**config.mk**
```make
export PLATFORM = sky130hd
export DESIGN_NAME = load_alias_predictor
export DESIGN_NICKNAME = d
export VERILOG_FILES = /design/src/rtl/lapt_pkg.sv /design/src/rtl/lapt_index.sv /design/src/rtl/lapt_conflict.sv /design/src/rtl/lapt_entry.sv /design/src/rtl/lapt_gate.sv /design/src/rtl/load_alias_predictor.sv
export SDC_FILE = /design/constraint.sdc
export NUM_CORES = 1
export LEC_CHECK = 0
export BUFFER_PORTS_ARGS = -buffer_cell sky130_fd_sc_hd__buf_2
export CAP_MARGIN = 20
export CORE_AREA = 2 2 290 292
export DETAILED_ROUTE_END_ITERATION = 16
export DIE_AREA = 0 0 292 294
export SYNTH_ARGS = -nofsm -noshare
export SYNTH_HDL_FRONTEND = slang
export SYNTH_HIERARCHICAL = 1
export SYNTH_SLANG_ARGS = --single-unit
```
**constraint.sdc**
```tcl
create_clock -name clk -period 4.8 [get_ports clk]
set_clock_uncertainty 0.15 [all_clocks]
set_input_delay 0 -clock clk [delete_from_list [all_inputs] [get_ports clk]]
set_output_delay 0 -clock clk [all_outputs]
set_load 0.005 [all_outputs]
```
**src/rtl/lapt_pkg.sv**
```systemverilog
package lapt_pkg;

  // Extract w bits of v starting at lsb.
  function automatic logic [63:0] bit_field(input logic [63:0] v,
                                            input int unsigned lsb,
                                            input int unsigned w);
    return (v >> lsb) & ((64'd1 << w) - 64'd1);
  endfunction

  // Saturating increment toward top.
  function automatic logic [31:0] sat_up(input logic [31:0] c,
                                         input logic [31:0] top);
    return (c >= top) ? top : c + 32'd1;
  endfunction

  // Two addresses fall in the same aligned granule of 2**lsb bytes.
  function automatic logic same_granule(input logic [63:0] a,
                                        input logic [63:0] b,
                                        input int unsigned lsb);
    return (a >> lsb) == (b >> lsb);
  endfunction

endpackage

```
**src/rtl/lapt_index.sv**
```systemverilog
module lapt_index #(
  parameter int PC_W   = 32,
  parameter int PC_LSB = 2,
  parameter int IDX_W  = 6,
  parameter int TAG_W  = 4
) (
  input  logic [PC_W-1:0]  pc,
  output logic [IDX_W-1:0] idx,
  output logic [TAG_W-1:0] tag
);
  import lapt_pkg::*;

  localparam int TAG_LSB = PC_LSB + IDX_W;

  assign idx = IDX_W'(bit_field(64'(pc), PC_LSB, IDX_W));
  assign tag = TAG_W'(bit_field(64'(pc), TAG_LSB, TAG_W));
endmodule

```
**src/rtl/lapt_conflict.sv**
```systemverilog
module lapt_conflict #(
  parameter int ADDR_W   = 32,
  parameter int GRAN_LSB = 3
) (
  input  logic              st_valid,
  input  logic [ADDR_W-1:0] st_addr,
  input  logic              ld_valid,
  input  logic [ADDR_W-1:0] ld_addr,
  output logic              hit
);
  import lapt_pkg::*;

  assign hit = st_valid && ld_valid &&
               same_granule(64'(st_addr), 64'(ld_addr), GRAN_LSB);
endmodule

```
**src/rtl/lapt_entry.sv**
```systemverilog
module lapt_entry #(
  parameter int TAG_W = 4,
  parameter int CNT_W = 2
) (
  input  logic             clk,
  input  logic             rst_n,
  input  logic             clear,
  input  logic             viol_hit,
  input  logic [TAG_W-1:0] viol_tag,
  input  logic             done_hit,
  input  logic [TAG_W-1:0] done_tag,
  output logic [CNT_W-1:0] cnt_q,
  output logic [TAG_W-1:0] tag_q,
  output logic [CNT_W-1:0] cnt_n,
  output logic [TAG_W-1:0] tag_n
);
  import lapt_pkg::*;

  localparam logic [CNT_W-1:0] CNT_TOP = '1;
  localparam logic [31:0]      CNT_TOP32 = 32'(CNT_TOP);

  // Priority, lowest first: completion, clear, collision.
  always_comb begin
    cnt_n = cnt_q;
    tag_n = tag_q;
    if (done_hit && (done_tag == tag_q)) begin
      cnt_n = CNT_W'(sat_up(32'(cnt_q), CNT_TOP32));
    end
    if (clear) begin
      cnt_n = CNT_TOP;
    end
    if (viol_hit) begin
      cnt_n = '0;
      tag_n = viol_tag;
    end
  end

  always_ff @(posedge clk) begin
    if (!rst_n) begin
      cnt_q <= CNT_TOP;
      tag_q <= '0;
    end else begin
      cnt_q <= cnt_n;
      tag_q <= tag_n;
    end
  end
endmodule

```
**src/rtl/lapt_gate.sv**
```systemverilog
module lapt_gate (
  input  logic valid,
  input  logic unres,
  input  logic safe,
  output logic issue,
  output logic hold
);
  assign issue = valid && (safe || !unres);
  assign hold  = valid && unres && !safe;
endmodule

```
**src/rtl/load_alias_predictor.sv**
```systemverilog
module load_alias_predictor #(
  parameter int PC_W     = 32,
  parameter int ADDR_W   = 32,
  parameter int PC_LSB   = 2,
  parameter int IDX_W    = 6,
  parameter int TAG_W    = 4,
  parameter int CNT_W    = 2,
  parameter int GRAN_LSB = 3
) (
  input  logic              clk,
  input  logic              rst_n,
  input  logic              clear_i,
  input  logic              lk_valid_i,
  input  logic [PC_W-1:0]   lk_pc_i,
  input  logic              lk_older_unres_i,
  output logic              lk_safe_o,
  output logic              lk_issue_o,
  output logic              lk_hold_o,
  input  logic              st_res_valid_i,
  input  logic [ADDR_W-1:0] st_res_addr_i,
  input  logic              yld_valid_i,
  input  logic [ADDR_W-1:0] yld_addr_i,
  input  logic [PC_W-1:0]   yld_pc_i,
  input  logic              done_valid_i,
  input  logic [PC_W-1:0]   done_pc_i,
  output logic              squash_o,
  output logic [PC_W-1:0]   squash_pc_o
);
  localparam int ENTRIES = 1 << IDX_W;
  localparam logic [CNT_W-1:0] CNT_TOP = '1;

  // Named internal events, visible to the checker.
  logic                     viol;
  logic [IDX_W-1:0]         viol_idx;
  logic [TAG_W-1:0]         viol_tag;
  logic [IDX_W-1:0]         done_idx;
  logic [TAG_W-1:0]         done_tag;
  logic [IDX_W-1:0]         lk_idx;
  logic [TAG_W-1:0]         lk_tag;
  logic [CNT_W-1:0]         sel_cnt;
  logic [TAG_W-1:0]         sel_tag;
  logic                     lk_safe;
  logic [ENTRIES*CNT_W-1:0] cnt_q_flat;

  logic [CNT_W-1:0] cnt_q [ENTRIES];
  logic [TAG_W-1:0] tag_q [ENTRIES];
  logic [CNT_W-1:0] cnt_n [ENTRIES];
  logic [TAG_W-1:0] tag_n [ENTRIES];

  lapt_index #(.PC_W(PC_W), .PC_LSB(PC_LSB), .IDX_W(IDX_W), .TAG_W(TAG_W))
    u_ix_lk   (.pc(lk_pc_i),   .idx(lk_idx),   .tag(lk_tag));
  lapt_index #(.PC_W(PC_W), .PC_LSB(PC_LSB), .IDX_W(IDX_W), .TAG_W(TAG_W))
    u_ix_yld  (.pc(yld_pc_i),  .idx(viol_idx), .tag(viol_tag));
  lapt_index #(.PC_W(PC_W), .PC_LSB(PC_LSB), .IDX_W(IDX_W), .TAG_W(TAG_W))
    u_ix_done (.pc(done_pc_i), .idx(done_idx), .tag(done_tag));

  lapt_conflict #(.ADDR_W(ADDR_W), .GRAN_LSB(GRAN_LSB)) u_conflict (
    .st_valid (st_res_valid_i),
    .st_addr  (st_res_addr_i),
    .ld_valid (yld_valid_i),
    .ld_addr  (yld_addr_i),
    .hit      (viol)
  );

  for (genvar g = 0; g < ENTRIES; g++) begin : g_ent
    logic v_hit;
    logic d_hit;
    assign v_hit = viol && (viol_idx == IDX_W'(g));
    assign d_hit = done_valid_i && (done_idx == IDX_W'(g));

    lapt_entry #(.TAG_W(TAG_W), .CNT_W(CNT_W)) u_ent (
      .clk      (clk),
      .rst_n    (rst_n),
      .clear    (clear_i),
      .viol_hit (v_hit),
      .viol_tag (viol_tag),
      .done_hit (d_hit),
      .done_tag (done_tag),
      .cnt_q    (cnt_q[g]),
      .tag_q    (tag_q[g]),
      .cnt_n    (cnt_n[g]),
      .tag_n    (tag_n[g])
    );

    assign cnt_q_flat[g*CNT_W +: CNT_W] = cnt_q[g];
  end

  // Lookup reads the next-state view so same-cycle training is reflected.
  assign sel_cnt = cnt_n[lk_idx];
  assign sel_tag = tag_n[lk_idx];
  assign lk_safe = (sel_tag != lk_tag) || (sel_cnt == CNT_TOP);

  lapt_gate u_gate (
    .valid (lk_valid_i),
    .unres (lk_older_unres_i),
    .safe  (lk_safe),
    .issue (lk_issue_o),
    .hold  (lk_hold_o)
  );

  assign lk_safe_o   = lk_safe;
  assign squash_o    = viol;
  assign squash_pc_o = viol ? yld_pc_i : '0;
endmodule

```
Yosys cells after proc, flatten, opt, wreduce, memory -nomap -nowiden
Cells that the tools add are included.

Bits in registers: 384. Bits of input ports: 168. Output and inout port bits: 36. Word-level logic and storage cells: 981.

Add/subtract/negate cells: 64. Magnitude comparators: 65. Equal/unequal tests: 193. Multiplexer cells: 327. Bitwise gates (word level): 1. Reduce and logical (&&, ||, !) cells: 203.

Operator list (number): 2-bit 2-to-1 mux (258); 6-bit == test (second input constant) (64); 4-bit 2-to-1 mux (66); 4-bit == test (64); 1-bit logical AND (197); 6-bit by 5-bit == test with 1-bit output (second input constant) (32); 2-bit by 1-bit adder with 2-bit output (second input constant) (64); 2-bit >= comparator (second input constant) (64); 6-bit by 4-bit == test with 1-bit output (second input constant) (16); 6-bit by 3-bit == test with 1-bit output (second input constant) (8); 32-bit 2-to-1 mux (1); 29-bit == test (1); 4-bit binary-select mux with 6-bit select (1); 6-bit by 2-bit == test with 1-bit output (second input constant) (4); 2-bit binary-select mux with 6-bit select (1); 6-bit by 1-bit == test with 1-bit output (second input constant) (2); 6-bit zero test (2); 7-bit >= comparator (second input constant) (1); 6-bit inverter with 7-bit output (1); 4-bit inequality test (1); 2-bit == test (second input constant) (1); 1-bit zero test (2); 1-bit logical OR (2).

Logic depth before layout (Yosys ltp)
Word-level depth: 13. Gate-level depth with buffers: 21. Depth with buffers taken out: 17.

Modules after synthesis
The synthesis kept the hierarchy.

By module, submodules not included: lapt_entry (times used 64, cells each 30, area each 312.8 um^2, seq. area each 120.1 um^2); load_alias_predictor (times used 1, cells each 561, area each 4042.6 um^2, seq. area each 0.0 um^2); lapt_conflict (times used 1, cells each 39, area each 322.8 um^2, seq. area each 0.0 um^2); lapt_index (times used 3, cells each 10, area each 75.1 um^2, seq. area each 0.0 um^2); lapt_gate (times used 1, cells each 3, area each 17.5 um^2, seq. area each 0.0 um^2).

Worst setup path after synthesis
Ideal clock, no wire load.

Path type: input port to output port. Start: input port yld_addr_i[30]. End: output port lk_hold_o. Arrival: 4350 ps. Required time: 4650 ps. Path slack: 300 ps. Stages: 19. Path buffers: 4. Cells stage by stage: xor2_1 nor4_1 nand4_1 nor4_2 clkbuf_1 or3b_2 clkbuf_1 clkbuf_1 nor2_1 buf_2 mux2_2 mux4_2 o2111a_1 or4b_4 a31o_1 a32oi_1 nand4b_1 inv_1 and3_1.

RTL lines: start, declared (line load_alias_predictor.sv:22) `input logic [ADDR_W-1:0] yld_addr_i,`; end, declared (line load_alias_predictor.sv:18) `output logic lk_hold_o,`.

==> metrics.txt <==
Clock power frac 0.476; hold-critical path depth 3; GPL Wtd Cong 0.870; arrival time worst endpoint 4.50 ns; die area 0.0858 mm^2; Yosys top cell by area dfxtp_1; Worst-path clk slew 0.06 ns; Flop pwr share 0.429; worst hold path type primary input to flop; Setup TNS 0 ns; Via density 5.25; M2 GR Usage 0.284; peak supply drop 0.216 mV; Post-synth EDFFs 0; status complete, no violations; Routed Antenna Nets 0; Primary FF master, synth dfxtp_1; r2r worst-path depth 4; commonest non-fill, non-tap cell in the layout dfxtp_1; post-detail-place hpwl 55,400 um; Critical Path Start Type primary input; DRC violations left 0; area grow syn2layout 17.1%; Achievable Freq 215 MHz; H-tree lvl count 2; synthesized area 0.0246 mm^2; Switching Fraction 0.257; Yosys reg bits 384; Finished Core Util 0.348; YS warnings 6; CTS tree built; top cell type's share of synthesized area 0.312; CTS Buf Count 47; Finished Cell Area 0.0289 mm^2; All-Layer GR Usage 0.180; Die Y 294 um; P_leak 12.1 nW; Crit Path Max Fanout 7; fin crit share 0.969; post-synthesis sequential area ratio 0.312; unrepaired setup endpoints after global routing true; most frequent cells in the layout dfxtp_1, and2_1, mux2_2; largest net degree at the start of global routing 135; initial antenna violation count 6; GRT met3 Usage 0.0321; combinational share of power 0.094; Syn Nets 2,721; required time of the critical path 4.65 ns; clk buf depth 3; placed inst area 0.0271 mm^2; hold slack 0.0427 ns; Final Max Tran Viols 0; reg2reg setup slack 3.39 ns; P per Cell Area 257 mW/mm^2; synthesized area per cell 9.65 um^2; Final Power 7.42 mW; nets 2,925; post-synthesis async set-or-reset flop share 0; vias in the first global route 19,400; critical path type primary input to output pin; final WL 79,700 um; share of layout cells above drive strength 1 0.345; Slew headroom 0.234; Crit. End Element output pin; Starting Density 0.297; die extent in x 292 um; first-pass GRT wire length 120,000 um; DRT Pass-1 Iters 5; final setup fails 0; maxcap violations 0; routed via count 20,300; root buffer cell clkbuf_16; Gate Count Post-Synth 2,553; Core Box Area 0.0829 mm^2; GRT overflow 0; minimum clock period 4.65 ns; worst slew pin tran 1.15 ns; input/output buffers 153; Netlist cell types 67; clock sink count 384; row count 106; busiest layer in global routing met2; met1 usage 0.246; Final Hold Vio Count 0; Internal 5.51 mW; initial DRC count 1,518; Fillers 8,363; DR WL/cell 20.6 um; Worst-Skew Late Latency 0.59 ns; Sw Pwr 1.91 mW; ranking of synthesized cells by area dfxtp_1, mux2_2, xor2_1; I/O pin count 204
power by group through the flow:
stage                     Sequential (mW)  Clock [mW]  Combinational, mW
after detailed placement             3.26           0              0.685
after CTS                            3.19        3.61              0.688
after floorplan                      3.26           0              0.364
after global placement               3.26           0              0.682
after global routing                 3.19        3.73              0.742
final                                3.19        3.54              0.701
worst max-delay path, cell delays in order:
cell,delay (ns)
buf_2,0.10
xor2_1,0.16
nor4_2,0.30
buf_4,0.16
nand4_1,0.14
nor4_4,0.18
buf_4,0.17
or3b_4,0.52
nor2_4,0.17
mux2_2,0.35
mux4_2,0.50
mux2i_2,0.20
o21ai_2,0.10
or4b_4,0.50
a31o_1,0.19
a32oi_1,0.15
nand4b_1,0.13
buf_6,0.16
inv_1,0.06
and3_1,0.14
buf_2,0.10
routing by layer:
metal / wire length (um) / up-vias
li1: - / 9613
met1: 36100 / 9924
met2: 35600 / 594
met3: 5150 / 162
met4: 2870 / 8
met5: 46 / -
kinds of logic after synthesis:
| family | count (synthesis) | synth area share |
|---|---|---|
| AO/OA/AOI/OAI | 416 | 0.149 |
| buffers and inverters | 149 | 0.0336 |
| flip-flops | 384 | 0.312 |
| multiplexers | 340 | 0.179 |
| AND/OR/NAND/NOR | 976 | 0.224 |
| XOR/XNOR | 288 | 0.102 |
per-stage QoR:
stage / setup WS, ns / std cells
floorplan: 0.300 / 2553
global placement: 0.0738 / 3772
detailed placement: -0.0135 / 3772
CTS: 0.00246 / 3849
global route: -0.0902 / 3864
finish: 0.151 / 3865
what timing repair did:
action	in CTS	in global routing
gates cloned	0	2
resized for setup	3	42
hold endpoints to repair	121	0
hold buffers	2	0
buffers inserted	0	12
pin swaps	0	3
setup endpoints to repair	1	3
final timing paths:
path,from,endpoint
worst max register to register,g_ent[9].u_ent/tag_q[1],g_ent[9].u_ent/cnt_q[0]
worst min-delay path,clear_i,g_ent[5].u_ent/cnt_q[1]
worst min register to register,g_ent[49].u_ent/cnt_q[1],g_ent[49].u_ent/cnt_q[1]
worst max-delay path,yld_addr_i[21],lk_hold_o
cells in the mapped netlist, types with 38 or more instances:
cell type  number
dfxtp_1       384
and2_1        288
nor2_1        268
mux2_2        257
xor2_1        213
nand2_1       122
buf_2          82
xnor2_1        75
nand2b_1       69
o22ai_1        68
o221ai_1       66
a41o_1         65
a211oi_2       64
and2_4         64
nor3_2         64
o21ai_2        64
mux4_2         51
nand3_1        38
final cells by class:
type                            instances  area [um^2]  share of cell area
Multi-Input combinational cell       2021        16300               0.564
Sequential cell                       384         7690               0.266
Timing Repair Buffer                  297         2040              0.0706
Clock buffer                           66         1360              0.0471
Tap cell                             1080         1350              0.0468
Clock inverter                          9          123             0.00425
Inverter                                6         22.5            0.000781
Antenna cell                            2         5.00            0.000173
registers in the layout, indices dropped and copies added (netlist names):
register	flops
g_ent.u_ent/tag_q	256
g_ent.u_ent/cnt_q	128
No activity file was read; power rests on OpenSTA's default activity.
